## config.mk

```make
export PLATFORM = sky130hd
export DESIGN_NAME = charseq_eq_cmp
export DESIGN_NICKNAME = d
export VERILOG_FILES = /design/src/rtl/chareq_pkg.sv /design/src/rtl/chareq_seq.sv /design/src/rtl/chareq_opsel.sv /design/src/rtl/chareq_acc.sv /design/src/rtl/charseq_eq_cmp.sv
export SDC_FILE = /design/constraint.sdc
export NUM_CORES = 1
export LEC_CHECK = 0
export BUFFER_PORTS_ARGS = -buffer_cell sky130_fd_sc_hd__buf_2
export CORE_MARGIN = 5
export CORE_UTILIZATION = 50
export CTS_BUF_LIST = sky130_fd_sc_hd__clkbuf_16
export DETAILED_ROUTE_END_ITERATION = 8
export PLACE_DENSITY = 0.76
export SLEW_MARGIN = 20
export SYNTH_ARGS = -nofsm -noshare
export SYNTH_HDL_FRONTEND = slang
export SYNTH_SLANG_ARGS = --single-unit
```

## constraint.sdc

```tcl
create_clock -name clk -period 3.9 [get_ports clk]
set_input_delay 0.78 -clock clk [delete_from_list [all_inputs] [get_ports clk]]
set_output_delay 0.78 -clock clk [all_outputs]
set_load 0.1 [all_outputs]
```

## src/rtl/chareq_pkg.sv

```systemverilog
package chareq_pkg;

    localparam int unsigned CHAR_BITS = 6;

    typedef logic [CHAR_BITS-1:0] char_t;

    // padding character for constant-mode positions beyond the constant
    localparam char_t SPACE_CODE = '0;

    typedef enum logic {
        CMP_FIELD = 1'b0,
        CMP_CONST = 1'b1
    } cmp_mode_e;

    typedef enum logic {
        COND_NE = 1'b0,
        COND_EQ = 1'b1
    } cond_e;

    typedef enum logic [1:0] {
        POS_FIRST  = 2'd0,
        POS_SECOND = 2'd1,
        POS_BEYOND = 2'd2
    } pos_e;

    typedef struct packed {
        cmp_mode_e mode;
        char_t     k_hi;   // left constant character
        char_t     k_lo;   // right constant character
    } cmp_cfg_t;

    function automatic logic char_differs(input char_t a, input char_t b);
        return |(a ^ b);
    endfunction

endpackage

```

## src/rtl/chareq_seq.sv

```systemverilog
module chareq_seq
    import chareq_pkg::*;
#(
    parameter int unsigned LEN_W = 10
) (
    input  logic             clk,
    input  logic             rst,
    input  logic             load,
    input  logic [LEN_W-1:0] load_len,
    input  logic             step,
    output logic             last,
    output pos_e             pos
);
    logic [LEN_W-1:0] remain_q;
    pos_e             pos_q;

    always_ff @(posedge clk) begin
        if (rst) begin
            remain_q <= '0;
            pos_q    <= POS_FIRST;
        end else if (load) begin
            remain_q <= load_len;
            pos_q    <= POS_FIRST;
        end else if (step) begin
            remain_q <= remain_q - LEN_W'(1);
            case (pos_q)
                POS_FIRST:  pos_q <= POS_SECOND;
                default:    pos_q <= POS_BEYOND;
            endcase
        end
    end

    assign last = (remain_q == LEN_W'(1));
    assign pos  = pos_q;
endmodule

```

## src/rtl/chareq_opsel.sv

```systemverilog
module chareq_opsel
    import chareq_pkg::*;
(
    input  cmp_cfg_t cfg,
    input  pos_e     pos,
    input  char_t    field_char,
    output char_t    op_a
);
    always_comb begin
        if (cfg.mode == CMP_FIELD) begin
            op_a = field_char;
        end else begin
            case (pos)
                POS_FIRST:  op_a = cfg.k_lo;
                POS_SECOND: op_a = cfg.k_hi;
                default:    op_a = SPACE_CODE;
            endcase
        end
    end
endmodule

```

## src/rtl/chareq_acc.sv

```systemverilog
module chareq_acc
    import chareq_pkg::*;
(
    input  logic  clk,
    input  logic  rst,
    input  logic  clear,
    input  logic  step,
    input  logic  finish,
    input  char_t op_a,
    input  char_t op_b,
    output logic  mism,
    output cond_e cond
);
    logic  mism_q;
    cond_e cond_q;
    logic  mism_next;

    assign mism_next = mism_q | char_differs(op_a, op_b);

    always_ff @(posedge clk) begin
        if (rst) begin
            mism_q <= 1'b0;
            cond_q <= COND_NE;
        end else begin
            if (clear)
                mism_q <= 1'b0;
            else if (step)
                mism_q <= mism_next;
            if (finish)
                cond_q <= mism_next ? COND_NE : COND_EQ;
        end
    end

    assign mism = mism_q;
    assign cond = cond_q;
endmodule

```

## src/rtl/charseq_eq_cmp.sv

```systemverilog
module charseq_eq_cmp
    import chareq_pkg::*;
#(
    parameter int unsigned MAX_LEN = 961,
    parameter int unsigned LEN_W   = $clog2(MAX_LEN + 1)
) (
    input  logic             clk,
    input  logic             rst,
    input  logic             start,
    input  logic             const_mode,
    input  logic [LEN_W-1:0] len_in,
    input  logic [5:0]       k_left,
    input  logic [5:0]       k_right,
    input  logic             char_valid,
    input  logic [5:0]       char_a,
    input  logic [5:0]       char_b,
    output logic             busy,
    output logic             done,
    output logic             cond_eq,
    output logic             ne_found
);
    localparam logic [LEN_W-1:0] LEN_MAX = LEN_W'(MAX_LEN);
    localparam logic [LEN_W-1:0] LEN_ONE = LEN_W'(1);

    logic             busy_q, done_q;
    cmp_cfg_t         cfg_q;
    logic             accept, step, finish, last;
    logic [LEN_W-1:0] eff_len;
    pos_e             pos;
    char_t            op_a;
    cond_e            cond;

    assign accept = start & ~busy_q;
    assign step   = busy_q & char_valid;
    assign finish = step & last;

    always_comb begin
        if (len_in == '0)
            eff_len = LEN_ONE;
        else if (len_in > LEN_MAX)
            eff_len = LEN_MAX;
        else
            eff_len = len_in;
    end

    always_ff @(posedge clk) begin
        if (rst) begin
            busy_q <= 1'b0;
            done_q <= 1'b0;
            cfg_q  <= '0;
        end else begin
            done_q <= finish;
            if (accept) begin
                busy_q     <= 1'b1;
                cfg_q.mode <= const_mode ? CMP_CONST : CMP_FIELD;
                cfg_q.k_hi <= k_left;
                cfg_q.k_lo <= k_right;
            end else if (finish) begin
                busy_q <= 1'b0;
            end
        end
    end

    chareq_seq #(.LEN_W(LEN_W)) u_seq (
        .clk      (clk),
        .rst      (rst),
        .load     (accept),
        .load_len (eff_len),
        .step     (step),
        .last     (last),
        .pos      (pos)
    );

    chareq_opsel u_opsel (
        .cfg        (cfg_q),
        .pos        (pos),
        .field_char (char_a),
        .op_a       (op_a)
    );

    chareq_acc u_acc (
        .clk    (clk),
        .rst    (rst),
        .clear  (accept),
        .step   (step),
        .finish (finish),
        .op_a   (op_a),
        .op_b   (char_b),
        .mism   (ne_found),
        .cond   (cond)
    );

    assign busy    = busy_q;
    assign done    = done_q;
    assign cond_eq = (cond == COND_EQ);
endmodule

```

==> results.ini, run 1 <==
[timing]
rsz0062_at_grt=no
finalSetupViolations=0
tns_ns=0
drv_slew=0
hold_ws_ns=0.454
worst_slew_pin_slew_ns=0.726
slew_headroom_pct=50.3
period_share_pct=52.2
worst_clock_skew_ns=0.00355
max_freq_mhz=491
final-hold-violation-count=0
period_needed_ns=2.04

[setup_path]
rrSetupSlack_ns=1.86
worstPathRequired_ns=4.02
crit_arrival_ns=2.16
path_max_fanout=9
cp-start-kind=register
path_class=reg2reg
r2r_cells=4
endpoint_kind=register

[clocking]
hold_buffers=0
cts.sinks=29
htree_num_levels=2
cts_setup_buffers=0
cts_buffer_depth=2
clkLatencyLatePin_ns=0.27
cts_root_buffer=clkbuf_16
path_clk_slew_ns=0.05
cts_tree=done
ctsResizeCount=0
numCtsBuffers=5

[floorplan]
initial_core_util_pct=52.7
die_w_um=67.2
fp.dieArea_um2=4510
die_h_um=67.2
core_area_um2=3100
rows=20
io-pin-count=43

[synth]
synth_edf_count=0
postSynth.asyncResetShare_pct=0
synthesis.area_um2=1630
synth_fp_nets=247
yosysMostFrequentCell=nand2_1
synthFlopType=dfxtp_1
yosys.area.top_type=dfxtp_1
ys_seq_area_share_pct=35.5
synth_seq_cells=29
synth_cells=206
synth_top_area_share_pct=35.5
ys_top_cells_by_count=nand2_1 (35), dfxtp_1 (29), a21oi_1 (22)
ys_types=49
yosys_warnings=0
synth_area_per_cell_um2=7.93
synth_area_leaders=dfxtp_1 (36%), nand2_1 (8.0%), a21oi_1 (6.7%), nor2_1 (4.4%), mux2i_1 (4.3%)

[detailed_routing]
ant_nets=0
drt-pass1-iter-count=5
viasPerCell=5.49
wl_per_cell_um=13.5
initialDrtViolationCount=67
vias=1587
remaining_drc_errors=0
wl_um=3920

[pwr]
peakVddDrop_v=0.000207
p_per_area_nw_per_um2=429
power.leakage_nw=0.848

[job]
cap_viol_max_count=0

[worst_hold_path]
min_path_type=reg2reg
min_delay_path_depth=2

[global_route]
grt_usage_pct=19.3
grt_pass1_wl_um=6530
antenna_found_initial=0
grt_max_degree=31
grt_pass1_vias=1535
gr-total-overflow=0

[outcome]
outcome=completed

[layout]
nNetsFinal=285
post-route-util_pct=64.0
drive_gt1_share_pct=24.5
antenna_cells=0
area_delta_synth_final_pct=21.6
fillers=316

[placed_design]
dp_hpwl_um=2850
place_congestion=0.865
numPortBuffers=42

critical path, stage by stage, from the launching register on:
cell and delay [ns]:
dfxtp_1 0.59, mux2i_1 0.32, o22ai_1 0.10, a2111oi_0 0.70, a31oi_1 0.17
where the power goes:
| group | switching, W | total (W) | internal (W) |
|---|---|---|---|
| clock network | 0.000125 | 0.000356 | 0.000230 |
| registers | 0.0000214 | 0.000338 | 0.000316 |
| logic | 0.0000903 | 0.000159 | 0.0000685 |
| total | 0.000237 | 0.000852 | 0.000615 |
cells in the final DEF, fill, tap and decap left out, drive strengths merged, types with 2 or more instances in the layout:
cell type,count
nor4,3
nand2b,3
or4,2
clkbuf,5
nand4,2
clkinv,2
xnor2,3
nor3,10
o21ai,9
a21oi,23
ha,2
mux2,3
nor3b,2
a31oi,4
xor2,4
nor2,20
inv,8
a211oi,2
nand3,4
mux2i,7
or3,2
dfxtp,29
a2111oi,2
buf,43
nand2,35
registers in the layout, indices dropped and copies added, names as in the netlist:
register        count
busy                1
u_seq.remain_q     10
u_acc.cond          1
cfg_q              13
done                1
u_seq.pos           2
u_acc.mism          1
final cells by class:
type | count | area, µm² | area share (%)
Clock inverter | 3 | 13.8 | 0.693
Multi-Input combinational cell | 158 | 968 | 48.7
Timing Repair Buffer | 43 | 218 | 11.0
Sequential cell | 29 | 581 | 29.2
Clock buffer | 5 | 125 | 6.30
Inverter | 7 | 26.3 | 1.32
Tap cell | 44 | 55.1 | 2.77
kinds of logic (layout without fill, tap and decap cells):
group / count (synthesis) / after routing / synth area share (%)
fa+ha+maj: 2 / 2 / 1.53
compound gates: 51 / 51 / 20.4
flops: 29 / 29 / 35.5
xor+xnor: 7 / 7 / 3.75
mux: 10 / 10 / 6.58
simple gates: 88 / 88 / 26.8
buf+inv: 19 / 58 / 5.36
final timing paths:
path | from | to
worst max-delay path | u_seq.pos[0] | u_acc.mism
worst min-delay path | cfg_q[2] | cfg_q[2]
worst max register to register | u_seq.pos[0] | u_acc.mism
worst min register to register | cfg_q[2] | cfg_q[2]
per-layer routing:
metal / vias to the layer above / routed length [µm] / part of all wire [%] / track usage, %
met4: 0 / 73 / 1.9 / 8.61
li1: 801 / - / - / -
met5: - / 0 / 0 / 0
met2: 39 / 1860 / 48 / 32.9
met1: 738 / 1720 / 44 / 21.8
met3: 9 / 259 / 6.6 / 6.16
metrics by stage:
step                      instances  worst slack (ns)  total power [W]  instance area (µm²)
after floorplan                 206              1.72         0.000454                 1630
after global placement          281              1.76         0.000498                 1850
after detailed placement        281              1.73         0.000501                 1850
after CTS                       289              1.92         0.000858                 1990
after global routing            289              1.71         0.000898                 1990
final                           289              1.86         0.000852                 1990
(Power assumes the default switching activity.)
==> run 2, diff against run 1 <==
Settings changed: CORE_UTILIZATION 50 to 47, PLACE_DENSITY 0.76 to 0.75.
Clock period 3.9 ns to 1.8 ns, I/O delays scaled along.
==> run 2 against run 1 <==
  * Worst setup slack lost 1.8 ns
  * Core utilization shrank 1.5 points
  * Design area grew 5.8%
  * Sequential power grew 110%
  * Critical endpoint is now u_acc.cond
==> results.ini, run 2 (same netlist as run 1, synthesis figures left out) <==
[detailed_routing]
wl_um=3970  ; was 3920 µm
vias=1605  ; was 1587
initialDrtViolationCount=79  ; was 67
remaining_drc_errors=0  ; unchanged
drt-pass1-iter-count=4  ; was 5
wl_per_cell_um=13.2  ; was 13.5 µm
viasPerCell=5.31  ; was 5.49
ant_nets=0  ; unchanged

[setup_path]
worstPathRequired_ns=1.97  ; was 4.02 ns
crit_end=u_acc.cond  ; was u_acc.mism
crit_arrival_ns=1.87  ; was 2.16 ns
slowest_stage=or4_4  ; was a2111oi_0
endpoint_kind=register  ; unchanged
critPathMaxStageDelay_ns=0.59  ; was 0.70 ns
path_max_fanout=4  ; was 9
path_class=reg2reg  ; unchanged
crit_path_start=u_seq.remain_q[2]  ; was u_seq.pos[0]
cp-start-kind=register  ; unchanged
r2r_cells=5  ; was 4
r2r-start=u_seq.remain_q[2]  ; was u_seq.pos[0]
r2r_end=u_acc.cond  ; was u_acc.mism
crit_chain=or4_4, nor2_4, nand4_1, and3b_1, a41o_1  ; was mux2i_1, o22ai_1, a2111oi_0, a31oi_1
rrSetupSlack_ns=0.09  ; was 1.86 ns

[pwr]
power.leakage_nw=0.908  ; was 0.848 nW
p_per_area_nw_per_um2=898  ; was 429 nW/µm²
peakVddDrop_v=0.000477  ; was 0.000207 V

[timing]
max_freq_mhz=586  ; was 491 MHz
setup_ws_ns=0.0946  ; was 1.86 ns
finalSetupViolations=0  ; unchanged
period_needed_ns=1.71  ; was 2.04 ns
tns_ns=0  ; unchanged
worst_clock_skew_ns=0.00485  ; was 0.00355 ns
worst_slew_pin_slew_ns=0.488  ; was 0.726 ns
slew_headroom_pct=67.7  ; was 50.3%
final-hold-violation-count=0  ; unchanged
period_share_pct=94.7  ; was 52.2%
drv_slew=0  ; unchanged

[global_route]
grt_pass1_vias=1485  ; was 1535
grt_pass1_wl_um=6530  ; about the same
antenna_found_initial=0  ; unchanged
gr-total-overflow=0  ; unchanged
grt_max_degree=18  ; was 31
grt_usage_pct=18.6  ; was 19.3%

[placed_design]
dp_hpwl_um=2940  ; was 2850 µm
placed_cells=294  ; was 281
place_area_um2=1950  ; was 1850 µm²
numPortBuffers=42  ; unchanged
place_congestion=0.781  ; was 0.865
dp_slack_ns=0.0495  ; was 1.73 ns

[clocking]
cts.sinks=29  ; unchanged
cts_setup_buffers=0  ; unchanged
path_clk_slew_ns=0.05  ; about the same
ctsResizeCount=0  ; unchanged
cts_buffer_depth=2  ; unchanged
htree_num_levels=2  ; unchanged
cts_root_buffer=clkbuf_16  ; unchanged
hold_buffers=0  ; unchanged
cts_tree=done  ; unchanged
numCtsBuffers=5  ; unchanged
clkLatencyLatePin_ns=0.27  ; about the same

[outcome]
outcome=completed  ; unchanged

[worst_hold_path]
min_path_type=in2reg  ; was reg2reg

[layout]
mostFrequentLayoutCells=buf_2 (42), nand2_1 (35), dfxtp_1 (28)  ; was buf_2 (42), nand2_1 (35), dfxtp_1 (29)
stdcell_count=302  ; was 289
largest_reg_flops=13  ; unchanged
drive_gt1_share_pct=29.3  ; was 24.5%
fin_area_um2=2100  ; was 1990 µm²
regMostFlops=cfg_q  ; unchanged
final_common_cell=buf_2  ; unchanged
nNetsFinal=296  ; was 285
antenna_cells=0  ; unchanged
post-route-util_pct=62.5  ; was 64.0%
fillers=325  ; was 316
area_delta_synth_final_pct=28.6  ; was 21.6%

[floorplan]
fp.dieArea_um2=4760  ; was 4510 µm²
die_w_um=69.0  ; was 67.2 µm
initial_core_util_pct=48.6  ; was 52.7%
io-pin-count=43  ; unchanged
rows=21  ; was 20
core_area_um2=3360  ; was 3100 µm²
die_h_um=69.0  ; was 67.2 µm

[job]
cap_viol_max_count=0  ; unchanged

## run 2: cell types whose count changed in the layout (fill, tap and decap cells not counted), sizes merged
cell,previous run,this run
buf,43,54
## run 2: where the power goes
part	total (W)	internal [W]	switching, W	leakage, nW
sequential	0.000722	0.000685	0.0000372	0.238
combinational	0.000387	0.000176	0.000211	0.595
clock	0.000778	0.000500	0.000278	0.0748
total	0.00189	0.00136	0.000526	0.908
## run 2: worst max-delay path: cells and delay by family (launching register included)
family	cells	cell delay, ns
AO/OA/AOI/OAI	1	0.19
AND/OR/NAND/NOR	4	1.08
flip-flops	1	0.31
## run 2: worst min-delay path by stage
stage / startpoint / endpoint / slack, ns / cells after the start
floorplan: cfg_q[6] / cfg_q[6] / 0.43 / 2
global placement: cfg_q[7] / cfg_q[7] / 0.44 / 2
detailed placement: cfg_q[7] / cfg_q[7] / 0.45 / 2
CTS: const_mode / cfg_q[12] / 0.32 / 3
global route: const_mode / cfg_q[12] / 0.32 / 3
finish: const_mode / cfg_q[12] / 0.32 / 3
## run 2: cell type report
| cell class | count | area [µm²] | share of cell area [%] |
|---|---|---|---|
| Clock inverter | 3 | 13.8 | 0.655 |
| Clock buffer | 5 | 125 | 5.95 |
| Multi-Input combinational cell | 158 | 985 | 46.8 |
| Timing Repair Buffer | 54 | 313 | 14.9 |
| Inverter | 7 | 26.3 | 1.25 |
| Tap cell | 46 | 57.6 | 2.74 |
| Sequential cell | 29 | 582 | 27.7 |
## run 2: layer usage
layer  share of wire (%)  GRT usage (%)  vias to the layer above
met1                  46           22.6                      726
met5                   0              0                        -
met4                 1.4           8.03                        0
li1                    -              -                      829
met3                 7.1           5.51                        7
met2                  45           30.2                       43
## run 2: stage by stage
step | hold WS (ns) | power, W
floorplan | 0.433 | 0.000985
global placement | 0.444 | 0.00111
detailed placement | 0.448 | 0.00111
CTS | 0.318 | 0.00190
global route | 0.319 | 0.00199
finish | 0.321 | 0.00189
==> run 3, diff against run 2 <==
Settings changed: CORE_ASPECT_RATIO from default to 0.5.
==> run 3 against run 2 <==
  * Cell count increased by 1.3%
  * Global-route usage decreased by 0.85 points
  * Highest routed layer unchanged
  * Largest cell class unchanged
  * Critical endpoint unchanged
  * Design area is 0.71% lower
==> results.ini, run 3 (same netlist as run 1, synthesis figures left out) <==
[outcome]
outcome=completed  ; unchanged

[setup_path]
slowest_stage=or4_4  ; unchanged
path_max_fanout=5  ; was 4
crit_chain=or4_4, nor2_4, nand4_1, and3b_1, a41o_1  ; unchanged
endpoint_kind=register  ; unchanged
critPathMaxStageDelay_ns=0.60  ; was 0.59 ns
worstPathRequired_ns=1.97  ; about the same
cp_top_family=simple AND/OR/NAND/NOR gates  ; unchanged
path_class=reg2reg  ; unchanged
worst-path-buf-inv=0  ; unchanged
cp-start-kind=register  ; unchanged
crit_arrival_ns=1.89  ; was 1.87 ns

[timing]
hold_ws_ns=0.318  ; was 0.321 ns
slew_headroom_pct=67.9  ; was 67.7%
rsz0062_at_grt=no
worst_slew_pin_slew_ns=0.485  ; was 0.488 ns
worst_clock_skew_ns=0.00496  ; was 0.00485 ns
max_freq_mhz=580  ; was 586 MHz
final-hold-violation-count=0  ; unchanged
finalSetupViolations=0  ; unchanged
tns_ns=0  ; unchanged
period_share_pct=95.8  ; was 94.7%
period_needed_ns=1.72  ; was 1.71 ns
drv_slew=0  ; unchanged

[detailed_routing]
wl_um=3950  ; was 3970 µm
vias=1600  ; was 1605
initialDrtViolationCount=52  ; was 79
drt-pass1-iter-count=6  ; was 4
viasPerCell=5.23  ; was 5.31
remaining_drc_errors=0  ; unchanged
wl_per_cell_um=12.9  ; was 13.2 µm
ant_nets=0  ; unchanged

[floorplan]
fp.dieArea_um2=4830  ; was 4760 µm²
io-pin-count=43  ; unchanged
rows=15  ; was 21
die_h_um=51.7  ; was 69.0 µm
initial_core_util_pct=48.1  ; was 48.6%
core_area_um2=3400  ; was 3360 µm²
die_w_um=93.4  ; was 69.0 µm

[clocking]
cts_setup_buffers=0  ; unchanged
clkLatencyLatePin_ns=0.28  ; was 0.27 ns
htree_num_levels=2  ; unchanged
cts.sinks=29  ; unchanged
cts_tree=done  ; unchanged
numCtsBuffers=5  ; unchanged
cts_buffer_depth=2  ; unchanged
cts_root_buffer=clkbuf_16  ; unchanged
path_clk_slew_ns=0.05  ; about the same

[global_route]
antenna_found_initial=0  ; unchanged
grt_pass1_vias=1481  ; was 1485
grt_usage_pct=17.7  ; was 18.6%
gr-total-overflow=0  ; unchanged
grt_max_degree=23  ; was 18
grt_pass1_wl_um=6550  ; was 6530 µm

[layout]
antenna_cells=0  ; unchanged
area_delta_synth_final_pct=27.7  ; was 28.6%
mostFrequentLayoutCells=buf_2 (42), nand2_1 (35), dfxtp_1 (27)  ; was buf_2 (42), nand2_1 (35), dfxtp_1 (28)
drive_gt1_share_pct=29.0  ; was 29.3%
final_common_cell=buf_2  ; unchanged
nNetsFinal=295  ; was 296
largest_reg_flops=13  ; unchanged
regMostFlops=cfg_q  ; unchanged

[placed_design]
dp_hpwl_um=2890  ; was 2940 µm
place_congestion=0.844  ; was 0.781
numPortBuffers=42  ; unchanged

[job]
cap_viol_max_count=0  ; unchanged

[pwr]
peakVddDrop_v=0.000478  ; was 0.000477 V
p_total_w=0.00190  ; was 0.00189 W
p_per_area_nw_per_um2=910  ; was 898 nW/µm²
power.leakage_nw=0.895  ; was 0.908 nW

[worst_hold_path]
min_path_type=in2reg  ; unchanged

## run 3: cell count changes in the layout (fill, tap and decap cells not counted)
cell / delta
nor2b_2: -1
clkinvlp_4: +1
buf_12: -1
dfxtp_2: +1
nor2b_1: +1
mux2i_2: -1
mux2i_1: +1
o21ai_0: -1
o21ai_1: +1
inv_1: -1
dfxtp_1: -1
## run 3: routing by layer
layer  global-route usage (%)  routed length, µm
met5                        0                  0
met2                     28.9               1820
met4                     6.57                 57
met3                     6.07                220
met1                     21.9               1860
## run 3: repair_timing
item,in CTS,in global routing
gates resized for setup,0,5
setup endpoints to repair,0,2
hold buffers,0,0
## run 3: tightest hold or removal path, cell delays in order
cell	delay, ns
buf_2	0.10
nand2_1	0.04
a21oi_1	0.05
## run 3: worst paths after layout
path	slack (ns)	start	endpoint	cells past startpoint
max	0.08	u_seq.remain_q[2]	u_acc.cond	5
min	0.32	k_right[2]	cfg_q[2]	3
max reg2reg	0.08	u_seq.remain_q[2]	u_acc.cond	5
min reg2reg	0.45	cfg_q[3]	cfg_q[3]	2
## run 3: layout make-up
type	instances	area, µm²
Clock buffer	5	125
Clock inverter	3	17.5
Fill cell	313	1310
Inverter	7	26.3
Multi-Input combinational cell	158	978
Sequential cell	29	583
Tap cell	51	63.8
Timing Repair Buffer	53	293
## run 3: stage by stage
stage,cell area [µm²],util [%],setup WS [ns],std cells
final,2090,61.4,0.0762,306
after global routing,2090,61.4,0.00405,306
after CTS,2070,61.0,0.0469,306
after detailed placement,1930,56.8,0.0398,298
after global placement,1930,56.8,0.0690,298
after floorplan,1640,-,0.0290,206
## run 3: where the power goes
part	internal, W	leakage, nW	switching, W
clock network	0.000505	0.0696	0.000294
registers	0.000685	0.239	0.0000376
logic	0.000169	0.586	0.000209
total	0.00136	0.895	0.000540
